--- src/rtl/tlb_pkg.sv ---
// Shared widths and the entry record for the translation cache.
// Assumes page numbers of equal width on both sides of the translation.
package tlb_pkg;
    localparam int VPN_W = 20;
    localparam int PPN_W = 20;

    typedef struct packed {
        logic             valid;
        logic             acc;
        logic             dirty;
        logic [VPN_W-1:0] vpn;
        logic [PPN_W-1:0] ppn;
    } tlb_entry_t;
endpackage

--- src/rtl/tlb_rr_ptr.sv ---
// Round-robin victim pointer: names the slot the next fill writes.
// Assumes one fill at most per cycle; the pointer is not touched by flushes.
module tlb_rr_ptr #(
    parameter int DEPTH = 8,
    localparam int IDX_W = (DEPTH > 1) ? $clog2(DEPTH) : 1
) (
    input  logic             clk,
    input  logic             rst_n,
    input  logic             adv,
    output logic [IDX_W-1:0] idx
);
    logic [IDX_W-1:0] idx_q;

    // Advance to the next slot, wrapping at the last one, after each fill.
    always_ff @(posedge clk) begin
        if (!rst_n)
            idx_q <= '0;
        else if (adv)
            idx_q <= (idx_q == IDX_W'(DEPTH - 1)) ? '0 : idx_q + 1'b1;
    end

    assign idx = idx_q;
endmodule

--- src/rtl/tlb_store.sv ---
// Entry storage with parallel tag compare.
// A flush or an invalidate hides the affected entries from a lookup in the same cycle and clears them at the edge.
// Precedence at the edge: flush, then invalidate, then fill, then flag update.
module tlb_store
    import tlb_pkg::*;
#(
    parameter int DEPTH = 8,
    localparam int IDX_W = (DEPTH > 1) ? $clog2(DEPTH) : 1
) (
    input  logic             clk,
    input  logic             rst_n,
    input  logic             flush_all,
    input  logic             inval_valid,
    input  logic [VPN_W-1:0] inval_vpn,
    input  logic [VPN_W-1:0] look_vpn,
    input  logic             fill_we,
    input  logic [IDX_W-1:0] fill_idx,
    input  tlb_entry_t       fill_ent,
    input  logic             upd_we,
    input  logic             upd_a,
    input  logic             upd_d,
    output logic [DEPTH-1:0] hit_vec,
    output tlb_entry_t       hit_ent
);
    tlb_entry_t ent_q [DEPTH];

    for (genvar g = 0; g < DEPTH; g++) begin : g_slot
        logic kill;
        assign kill = flush_all | (inval_valid && ent_q[g].vpn == inval_vpn);
        assign hit_vec[g] = ent_q[g].valid && !kill && ent_q[g].vpn == look_vpn;

        // Per-slot state: clear, refill or merge newly set flags.
        always_ff @(posedge clk) begin
            if (!rst_n) begin
                ent_q[g] <= '0;
            end else if (kill) begin
                ent_q[g].valid <= 1'b0;
            end else if (fill_we && fill_idx == IDX_W'(g)) begin
                ent_q[g] <= fill_ent;
            end else if (upd_we && hit_vec[g]) begin
                ent_q[g].acc   <= ent_q[g].acc | upd_a;
                ent_q[g].dirty <= ent_q[g].dirty | upd_d;
            end
        end
    end

    // Select the matching entry; tags are unique, so an OR merge suffices.
    always_comb begin
        hit_ent = '0;
        for (int i = 0; i < DEPTH; i++)
            if (hit_vec[i]) hit_ent = hit_ent | ent_q[i];
    end
endmodule

--- src/rtl/tlb_ad_policy.sv ---
// Decides whether a hit may complete or needs a flag update in memory.
// Assumes the cached flags belong to the entry that hit.
module tlb_ad_policy (
    input  logic hit,
    input  logic is_store,
    input  logic ent_a,
    input  logic ent_d,
    output logic need,
    output logic set_a,
    output logic set_d
);
    // Loads need A; stores need A and D.
    always_comb begin
        set_a = hit && !ent_a;
        set_d = hit && is_store && !ent_d;
        need  = set_a | set_d;
    end
endmodule

--- src/rtl/tlb_ad_assist.sv ---
// Fully associative translation cache.
// - Misses ask for a fill.
// - Hits missing a needed accessed/dirty flag stall behind an assist handshake.
// Assumes the requester holds req_* stable while rsp_stall is high, and that the fill source and the assist engine each answer with a one-cycle pulse.
module tlb_ad_assist
    import tlb_pkg::*;
#(
    parameter int DEPTH = 8,
    localparam int IDX_W = (DEPTH > 1) ? $clog2(DEPTH) : 1
) (
    input  logic             clk,
    input  logic             rst_n,
    input  logic             req_valid,
    input  logic [VPN_W-1:0] req_vpn,
    input  logic             req_store,
    output logic             rsp_hit,
    output logic [PPN_W-1:0] rsp_ppn,
    output logic             rsp_stall,
    output logic             fill_req,
    output logic [VPN_W-1:0] fill_vpn,
    input  logic             fill_valid,
    input  logic [PPN_W-1:0] fill_ppn,
    input  logic             fill_a,
    input  logic             fill_d,
    output logic             asst_req,
    output logic [VPN_W-1:0] asst_vpn,
    output logic             asst_set_a,
    output logic             asst_set_d,
    input  logic             asst_ack,
    input  logic             flush_all,
    input  logic             inval_valid,
    input  logic [VPN_W-1:0] inval_vpn
);
    logic [DEPTH-1:0] hit_vec;
    tlb_entry_t       hit_ent;
    tlb_entry_t       new_ent;
    logic [IDX_W-1:0] victim;
    logic             hit_any, need, set_a, set_d, fill_we;

    assign hit_any = req_valid && |hit_vec;
    assign fill_we = fill_req && fill_valid;
    assign new_ent = '{valid: 1'b1, acc: fill_a, dirty: fill_d,
                       vpn: req_vpn, ppn: fill_ppn};

    tlb_store #(.DEPTH(DEPTH)) i_store (
        .clk(clk), .rst_n(rst_n),
        .flush_all(flush_all), .inval_valid(inval_valid), .inval_vpn(inval_vpn),
        .look_vpn(req_vpn),
        .fill_we(fill_we), .fill_idx(victim), .fill_ent(new_ent),
        .upd_we(need && asst_ack), .upd_a(set_a), .upd_d(set_d),
        .hit_vec(hit_vec), .hit_ent(hit_ent)
    );

    tlb_rr_ptr #(.DEPTH(DEPTH)) i_rr (
        .clk(clk), .rst_n(rst_n), .adv(fill_we), .idx(victim)
    );

    tlb_ad_policy i_policy (
        .hit(hit_any), .is_store(req_store),
        .ent_a(hit_ent.acc), .ent_d(hit_ent.dirty),
        .need(need), .set_a(set_a), .set_d(set_d)
    );

    // Response and request outputs; the stall clears in the acknowledge cycle.
    always_comb begin
        rsp_hit    = hit_any;
        rsp_ppn    = hit_any ? hit_ent.ppn : '0;
        fill_req   = req_valid && !hit_any;
        fill_vpn   = req_vpn;
        asst_req   = need;
        asst_vpn   = req_vpn;
        asst_set_a = set_a;
        asst_set_d = set_d;
        rsp_stall  = fill_req || (need && !asst_ack);
    end
endmodule

--- config.mk ---
export PLATFORM = sky130hd
export DESIGN_NAME = tlb_ad_assist
export DESIGN_NICKNAME = d
export VERILOG_FILES = /design/src/rtl/tlb_pkg.sv /design/src/rtl/tlb_rr_ptr.sv /design/src/rtl/tlb_store.sv /design/src/rtl/tlb_ad_policy.sv /design/src/rtl/tlb_ad_assist.sv
export SDC_FILE = /design/constraint.sdc
export NUM_CORES = 1
export LEC_CHECK = 0
export ABC_AREA = 1
export BUFFER_PORTS_ARGS = -buffer_cell sky130_fd_sc_hd__buf_4
export CAP_MARGIN = 20
export CORE_UTILIZATION = 50
export CTS_CLUSTER_SIZE = 14
export DETAILED_ROUTE_END_ITERATION = 12
export HOLD_SLACK_MARGIN = 0.12
export PLACE_DENSITY_LB_ADDON = 0.12
export RECOVER_POWER = 50
export SLEW_MARGIN = 20
export SYNTH_ARGS = -nofsm -noshare
export SYNTH_HDL_FRONTEND = slang
export SYNTH_HIERARCHICAL = 1
export SYNTH_SLANG_ARGS = --single-unit
--- constraint.sdc ---
create_clock -name clk -period 6.7 [get_ports clk]
set_clock_uncertainty 0.05 [all_clocks]
set_input_delay 1.34 -clock clk [delete_from_list [all_inputs] [get_ports clk]]
set_output_delay 1.34 -clock clk [all_outputs]
set_load 0.02 [all_outputs]
==> summary.md, run 1 <==
| Metric | Value |
|---|---|
| Run status | `complete, but fails checks` |
| Violated checks | `capacitance limit, slew limit` |
| Via Count | `20,300` |
| RSZ-0062 raised after global routing | `false` |
| Fin crit share | `92.2%` |
| First-pass GRT wire length | `132 mm` |
| Seq pwr share | `46.9%` |
| Area Growth Syn to Fin | `8.52%` |
| Worst Reg-to-Reg Cells | `20` |
| Gate power share | `11.9%` |
| Rows | `75` |
| Routed wire length | `93.7 mm` |
| Hold Crit Class | `flop to flop` |
| Final hold vios | `0` |
| Fin cells | `3,421` |
| Final ANT Viol Nets | `0` |
| Maximum vdd drop | `0.246 mV` |
| Commonest non-fill, non-tap cells in the layout | `nand2_1 (924), nor2_1 (594), edfxtp_1 (344)` |
| Post-CTS resize count | `0` |
| 1st-iter DRT viols | `2,876` |
| Crit-path most repeated cell | `nand2_1` |
| Initial antenna violation count | `2` |
| Hold WS | `0.482 ns` |
| Initial core utilization | `51.1%` |
| Congestion Overflow GR | `0` |
| # Post-CTS Setup Buffers | `0` |
| Wire per inst | `27.4 um` |
| Bufs and invs on worst path | `5` |
| Largest net degree at the start of global routing | `124` |
| Clock power share | `41.2%` |
| Post-Synthesis Net Count | `2,911` |
| CTS tree | `yes` |
| Fmax | `162 MHz` |
| Headroom to the max-slew limit | `-45.9%` |
| # port buffers | `135` |
| Mean Syn Cell Area | `7.60 um2` |
| Ports | `136` |
| Final TNS setup | `0 ns` |
| CP max stage delay | `0.46 ns` |
| Longest Clk Path Bufs | `3` |
| Nets | `2,924` |
| Clk root buf | `clkbuf_16` |
| Slew Viols, Final | `223` |
| Clock-pin slew on the worst setup and hold paths | `0.06 ns` |
| Routability cong. | `1.06` |
| CTS buffer count | `40` |
| DR vias/cell | `5.95` |
| Vias in the first global route | `18,800` |
| Register area | `10,400 um2` |
| CP startpoint kind | `input port` |
| Final setup violation count | `0` |
| Commonest non-fill, non-tap cell in the layout | `nand2_1` |
| Yosys warnings | `6` |
| Hold Crit Depth | `2` |
| Post-CTS Hold Buffers | `0` |
| Critical Path AT | `4.79 ns` |
| Fin crit period | `6.18 ns` |
| DP HPWL | `67.7 mm` |
| Lkg Pwr | `0.0108 uW` |
| Crit path max-delay cell type | `clkbuf_1` |
| Net Sw Power | `1500 uW` |
| H-tree levels | `2` |
| Core Area | `42,200 um2` |
| Sink Count | `347` |
| Share of cells above drive strength 1 | `9.37%` |
| Number of max-cap violations | `6` |
| Synth Instances | `2,839` |
| Largest fanout on the critical path | `12` |
| Multi-input logic area | `8660 um2` |
| Pint | `3900 uW` |
| DP Cell Count | `3,349` |
| DR pass1 iterations | `6` |
| Netlist Area Pre-Place | `21,600 um2` |
| Sw frac | `27.7%` |
| Die Wd | `210 um` |
| Fillcell total | `3,955` |
| Worst path top cell family by delay | `simple AND/OR/NAND/NOR gates` |
| Post-layout util | `55.4%` |
| Critical Path, Cell by Cell | `clkbuf_1, inv_1, nand2_1, nand2_1, nor2_1, nand2_1, nor2_1, nand2_1, nor2_4, nand2_1, inv_1, nor2_1, nand2_1, nor2_4, nor2_1, nand3_1, inv_1, buf_4` |
| DIE HEIGHT | `210 um` |
| Pwr dens | `230 nW/um2` |
| Crit path required time | `5.31 ns` |
| Worst skew pair latency | `0.58 ns` |
| Die ar. | `44,000 um2` |
| # DRC | `0` |
| Total GRT Usage | `42.7%` |
| Slew at the pin closest to its max-slew limit | `2.19 ns` |
| Critical Path End Type | `output port` |
| Critical path class | `input port to output port` |
| Critical Path Stages | `18` |
path summary, 6_finish.rpt:
kind / startpoint / to / slack, ns
setup / recovery: req_vpn[3] / asst_set_d / 0.52
hold / removal: i_rr/idx[1] / i_rr/idx[1] / 0.48
setup reg to reg: i_store/ent_q[0][124] / i_store/ent_q[0][109] / 1.39
hold reg to reg: i_rr/idx[1] / i_rr/idx[1] / 0.48
state kept, by name (all words and copies together), names as in the netlist:
register,flops
i_store/ent_q,344
i_rr/idx,3
routing by layer:
metal / vias to the layer above / wire (um) / track usage, % / part of all wire, %
met4: 0 / 6910 / 25.8 / 7.4
li1: 9032 / - / - / -
met5: - / 0 / 0 / 0
met2: 1354 / 42700 / 68.7 / 46
met1: 9698 / 34700 / 54.4 / 37
met3: 263 / 9380 / 6.75 / 10
layout make-up:
class / count / share of cell area [%]
inverter: 316 / 5.08
sequential: 347 / 44.4
clock buffer: 47 / 4.48
timing repair buffer: 162 / 5.05
antenna: 1 / 0.0107
tap: 539 / 2.88
clock inverter: 24 / 1.13
multi-input combinational: 1985 / 37.0
metrics by stage:
step / area, um2 / total power [uW] / worst slack [ns]
final: 23400 / 5400 / 0.522
after floorplan: 21600 / 2910 / 0.889
after global placement: 22300 / 3200 / 1.06
after detailed placement: 22300 / 3200 / 1.03
after CTS: 23600 / 5390 / 1.02
after global routing: 23400 / 5510 / 0.354
power by group through the flow:
| stage | Clock (uW) | Combinational, uW | Sequential, uW |
|---|---|---|---|
| after floorplan | 0 | 362 | 2550 |
| after global placement | 0 | 632 | 2570 |
| after detailed placement | 0 | 632 | 2570 |
| after CTS | 2230 | 634 | 2530 |
| after global routing | 2300 | 671 | 2540 |
| final | 2220 | 641 | 2530 |
worst register-to-register path: stages, from the launching register on:
cell and delay [ns]:
edfxtp_1 0.43, xnor2_1 0.52, nand3_1 0.32, nor2_1 0.24, nand2_1 0.11, nor2_4 0.51, nand2_1 0.12, inv_1 0.10
nor2_1 0.04, nand2_1 0.10, nor2_4 0.05, nand2_1 0.10, nor2_1 0.12, inv_1 0.07, nor2_1 0.04, inv_1 0.10
nor2_1 0.07, inv_1 0.15, nor2_4 0.06, inv_1 1.49, nor2_1 0.17
Note: power is estimated with default switching activity, not from simulation.
==> run 2, diff against run 1 <==
- CORE_ASPECT_RATIO: unset -> 1.25
==> run 2 against run 1 <==
  * The run still ends with capacitance limit, slew limit left
  * Highest routed layer is now met5
  * Largest power group unchanged
  * Largest cell class unchanged
  * Sequential power barely moved
  * Routed wire length rose by 3.6%
  * Clock-buffer cell count fell by 6
  * Setup slack got worse by 0.15 ns
  * Utilization fell by 0.31 points
  * Sequential share of layout area rose by 0.12 points
  * Fmax fell by 2.3%
==> summary.md, run 2 (synthesized netlist as in run 1, its figures left out) <==
| Metric | Value |
|---|---|
| Rows | `84` |
| Share of cells above drive strength 1 | `9.36%` |
| Slew Viols, Final | `18` |
| Worst path top cell family by delay | `simple AND/OR/NAND/NOR gates` |
| Final setup violation count | `0` |
| Largest fanout on the critical path | `23` |
| Lkg Pwr | `0.0108 uW` |
| Crit path required time | `5.31 ns` |
| Fin crit share | `94.4%` |
| Commonest non-fill, non-tap cell in the layout | `nand2_1` |
| Worst skew pair latency | `0.56 ns` |
| Clock-pin slew on the worst setup and hold paths | `0.06 ns` |
| Longest Clk Path Bufs | `3` |
| # port buffers | `135` |
| DR vias/cell | `5.97` |
| Placed Area | `22,400 um2` |
| Final ANT Viol Nets | `0` |
| Violated checks | `capacitance limit, slew limit` |
| Routed wire length | `97.1 mm` |
| Hold WS | `0.515 ns` |
| Die Wd | `188 um` |
| Critical Path, Cell by Cell | `clkbuf_1, inv_1, nand2_1, nand2_1, nor2_1, nand3_2, nor2_8, nand2_1, inv_1, nor2_1, nand2_1, nor2_1, nor2_1, nand3_1, inv_1, buf_4` |
| Critical Path Stages | `16` |
| Number of max-cap violations | `1` |
| Gr busiest metal | `met2` |
| Hold Crit Depth | `2` |
| First-pass GRT wire length | `136 mm` |
| Wire per inst | `28.2 um` |
| Bufs and invs on worst path | `5` |
| Fmax | `158 MHz` |
| Critical Path AT | `4.93 ns` |
| Die ar. | `44,000 um2` |
| Nets | `2,929` |
| GR Layer Usage met2 | `73.6%` |
| Congestion Overflow GR | `0` |
| CP startpoint kind | `input port` |
| Fin cells | `3,443` |
| CTS buffer count | `38` |
| Maximum vdd drop | `0.271 mV` |
| Critical path class | `input port to output port` |
| Slew at the pin closest to its max-slew limit | `1.52 ns` |
| Ports | `136` |
| RSZ-0062 raised after global routing | `false` |
| Worst Reg-to-Reg Cells | `23` |
| Max FFs per register | `344` |
| Initial core utilization | `50.9%` |
| Routability cong. | `1.10` |
| Run status | `complete, but fails checks` |
| Core Area | `42,400 um2` |
| Via Count | `20,600` |
| CP max stage delay | `0.50 ns` |
| DR pass1 iterations | `6` |
| CTS tree | `yes` |
| # Post-CTS Setup Buffers | `0` |
| DP Cell Count | `3,376` |
| Pwr dens | `228 nW/um2` |
| # DRC | `0` |
| Initial antenna violation count | `1` |
| Vias in the first global route | `19,400` |
| H-tree levels | `2` |
| M3 GR Usage | `7.57%` |
| Post-CTS Hold Buffers | `0` |
| Headroom to the max-slew limit | `-1.43%` |
| 1st-iter DRT viols | `2,736` |
| Hold Crit Class | `flop to flop` |
| Area of all placed cells without fillers | `23,300 um2` |
| Total GRT Usage | `44.1%` |
| Crit path max-delay cell type | `nor2_8` |
| Final hold vios | `0` |
| DP HPWL | `70.6 mm` |
| Critical Path End Type | `output port` |
| Final Total Pwr | `5330 uW` |
| Commonest non-fill, non-tap cells in the layout | `nand2_1 (922), nor2_1 (597), edfxtp_1 (344)` |
| Clk root buf | `clkbuf_16` |
| Post-CTS resize count | `0` |
| M1 GR Usage | `50.6%` |
| Sink Count | `347` |
| Final TNS setup | `0 ns` |
| Fin crit period | `6.32 ns` |
| Largest Register | `i_store/ent_q` |
| DIE HEIGHT | `234 um` |
| Ant. Diodes | `0` |
| Largest net degree at the start of global routing | `78` |
| Area Growth Syn to Fin | `8.23%` |
-- run 2: changes by cell type in the layout (fill, tap and decap cells not counted), moves of 3 or more --
cell	delta
buf_4	+4
clkbuf_16	-3
clkinv_2	+3
nor2_1	+3
nor2_4	-3
-- run 2: worst min-delay path, cell delays in order (launching register included) --
cell,delay (ns)
dfxtp_1,0.37
nand2_1,0.09
a21oi_1,0.06
-- run 2: worst paths after layout --
check,startpoint,end,slack (ns)
worst max-delay path,req_vpn[14],asst_set_d,0.38
worst min-delay path,i_rr/idx[1],i_rr/idx[1],0.52
worst max register to register,i_store/ent_q[0][76],i_store/ent_q[0][151],1.05
worst min register to register,i_rr/idx[1],i_rr/idx[1],0.52
-- run 2: final cells by class --
| cell class | count | area (um2) |
|---|---|---|
| repair buffers | 169 | 1190 |
| multi-input cells | 1985 | 8630 |
| clock buffers | 41 | 962 |
| fillers | 4052 | 19000 |
| clock inverters | 26 | 282 |
| flip-flops and latches | 347 | 10400 |
| well taps | 559 | 699 |
| inverters | 316 | 1190 |
-- run 2: layer usage --
layer,vias to the layer above,share of wire [%]
li1,9054,-
met1,9622,33
met2,1552,47
met3,340,10
met4,2,9.4
met5,-,0.013
-- run 2: metrics by stage --
step | util (%) | worst slack (ns)
final | 55.1 | 0.375
after global routing | 55.1 | 0.369
after CTS | 55.7 | 0.948
after detailed placement | 52.8 | 0.955
after global placement | 52.8 | 0.954
after floorplan | - | 0.889
-- run 2: power by group --
part	internal [uW]	switching, uW	leakage (uW)
combinational	148	502	0.00664
sequential	2470	62.0	0.00359
clock	1210	941	0.000603
total	3820	1500	0.0108
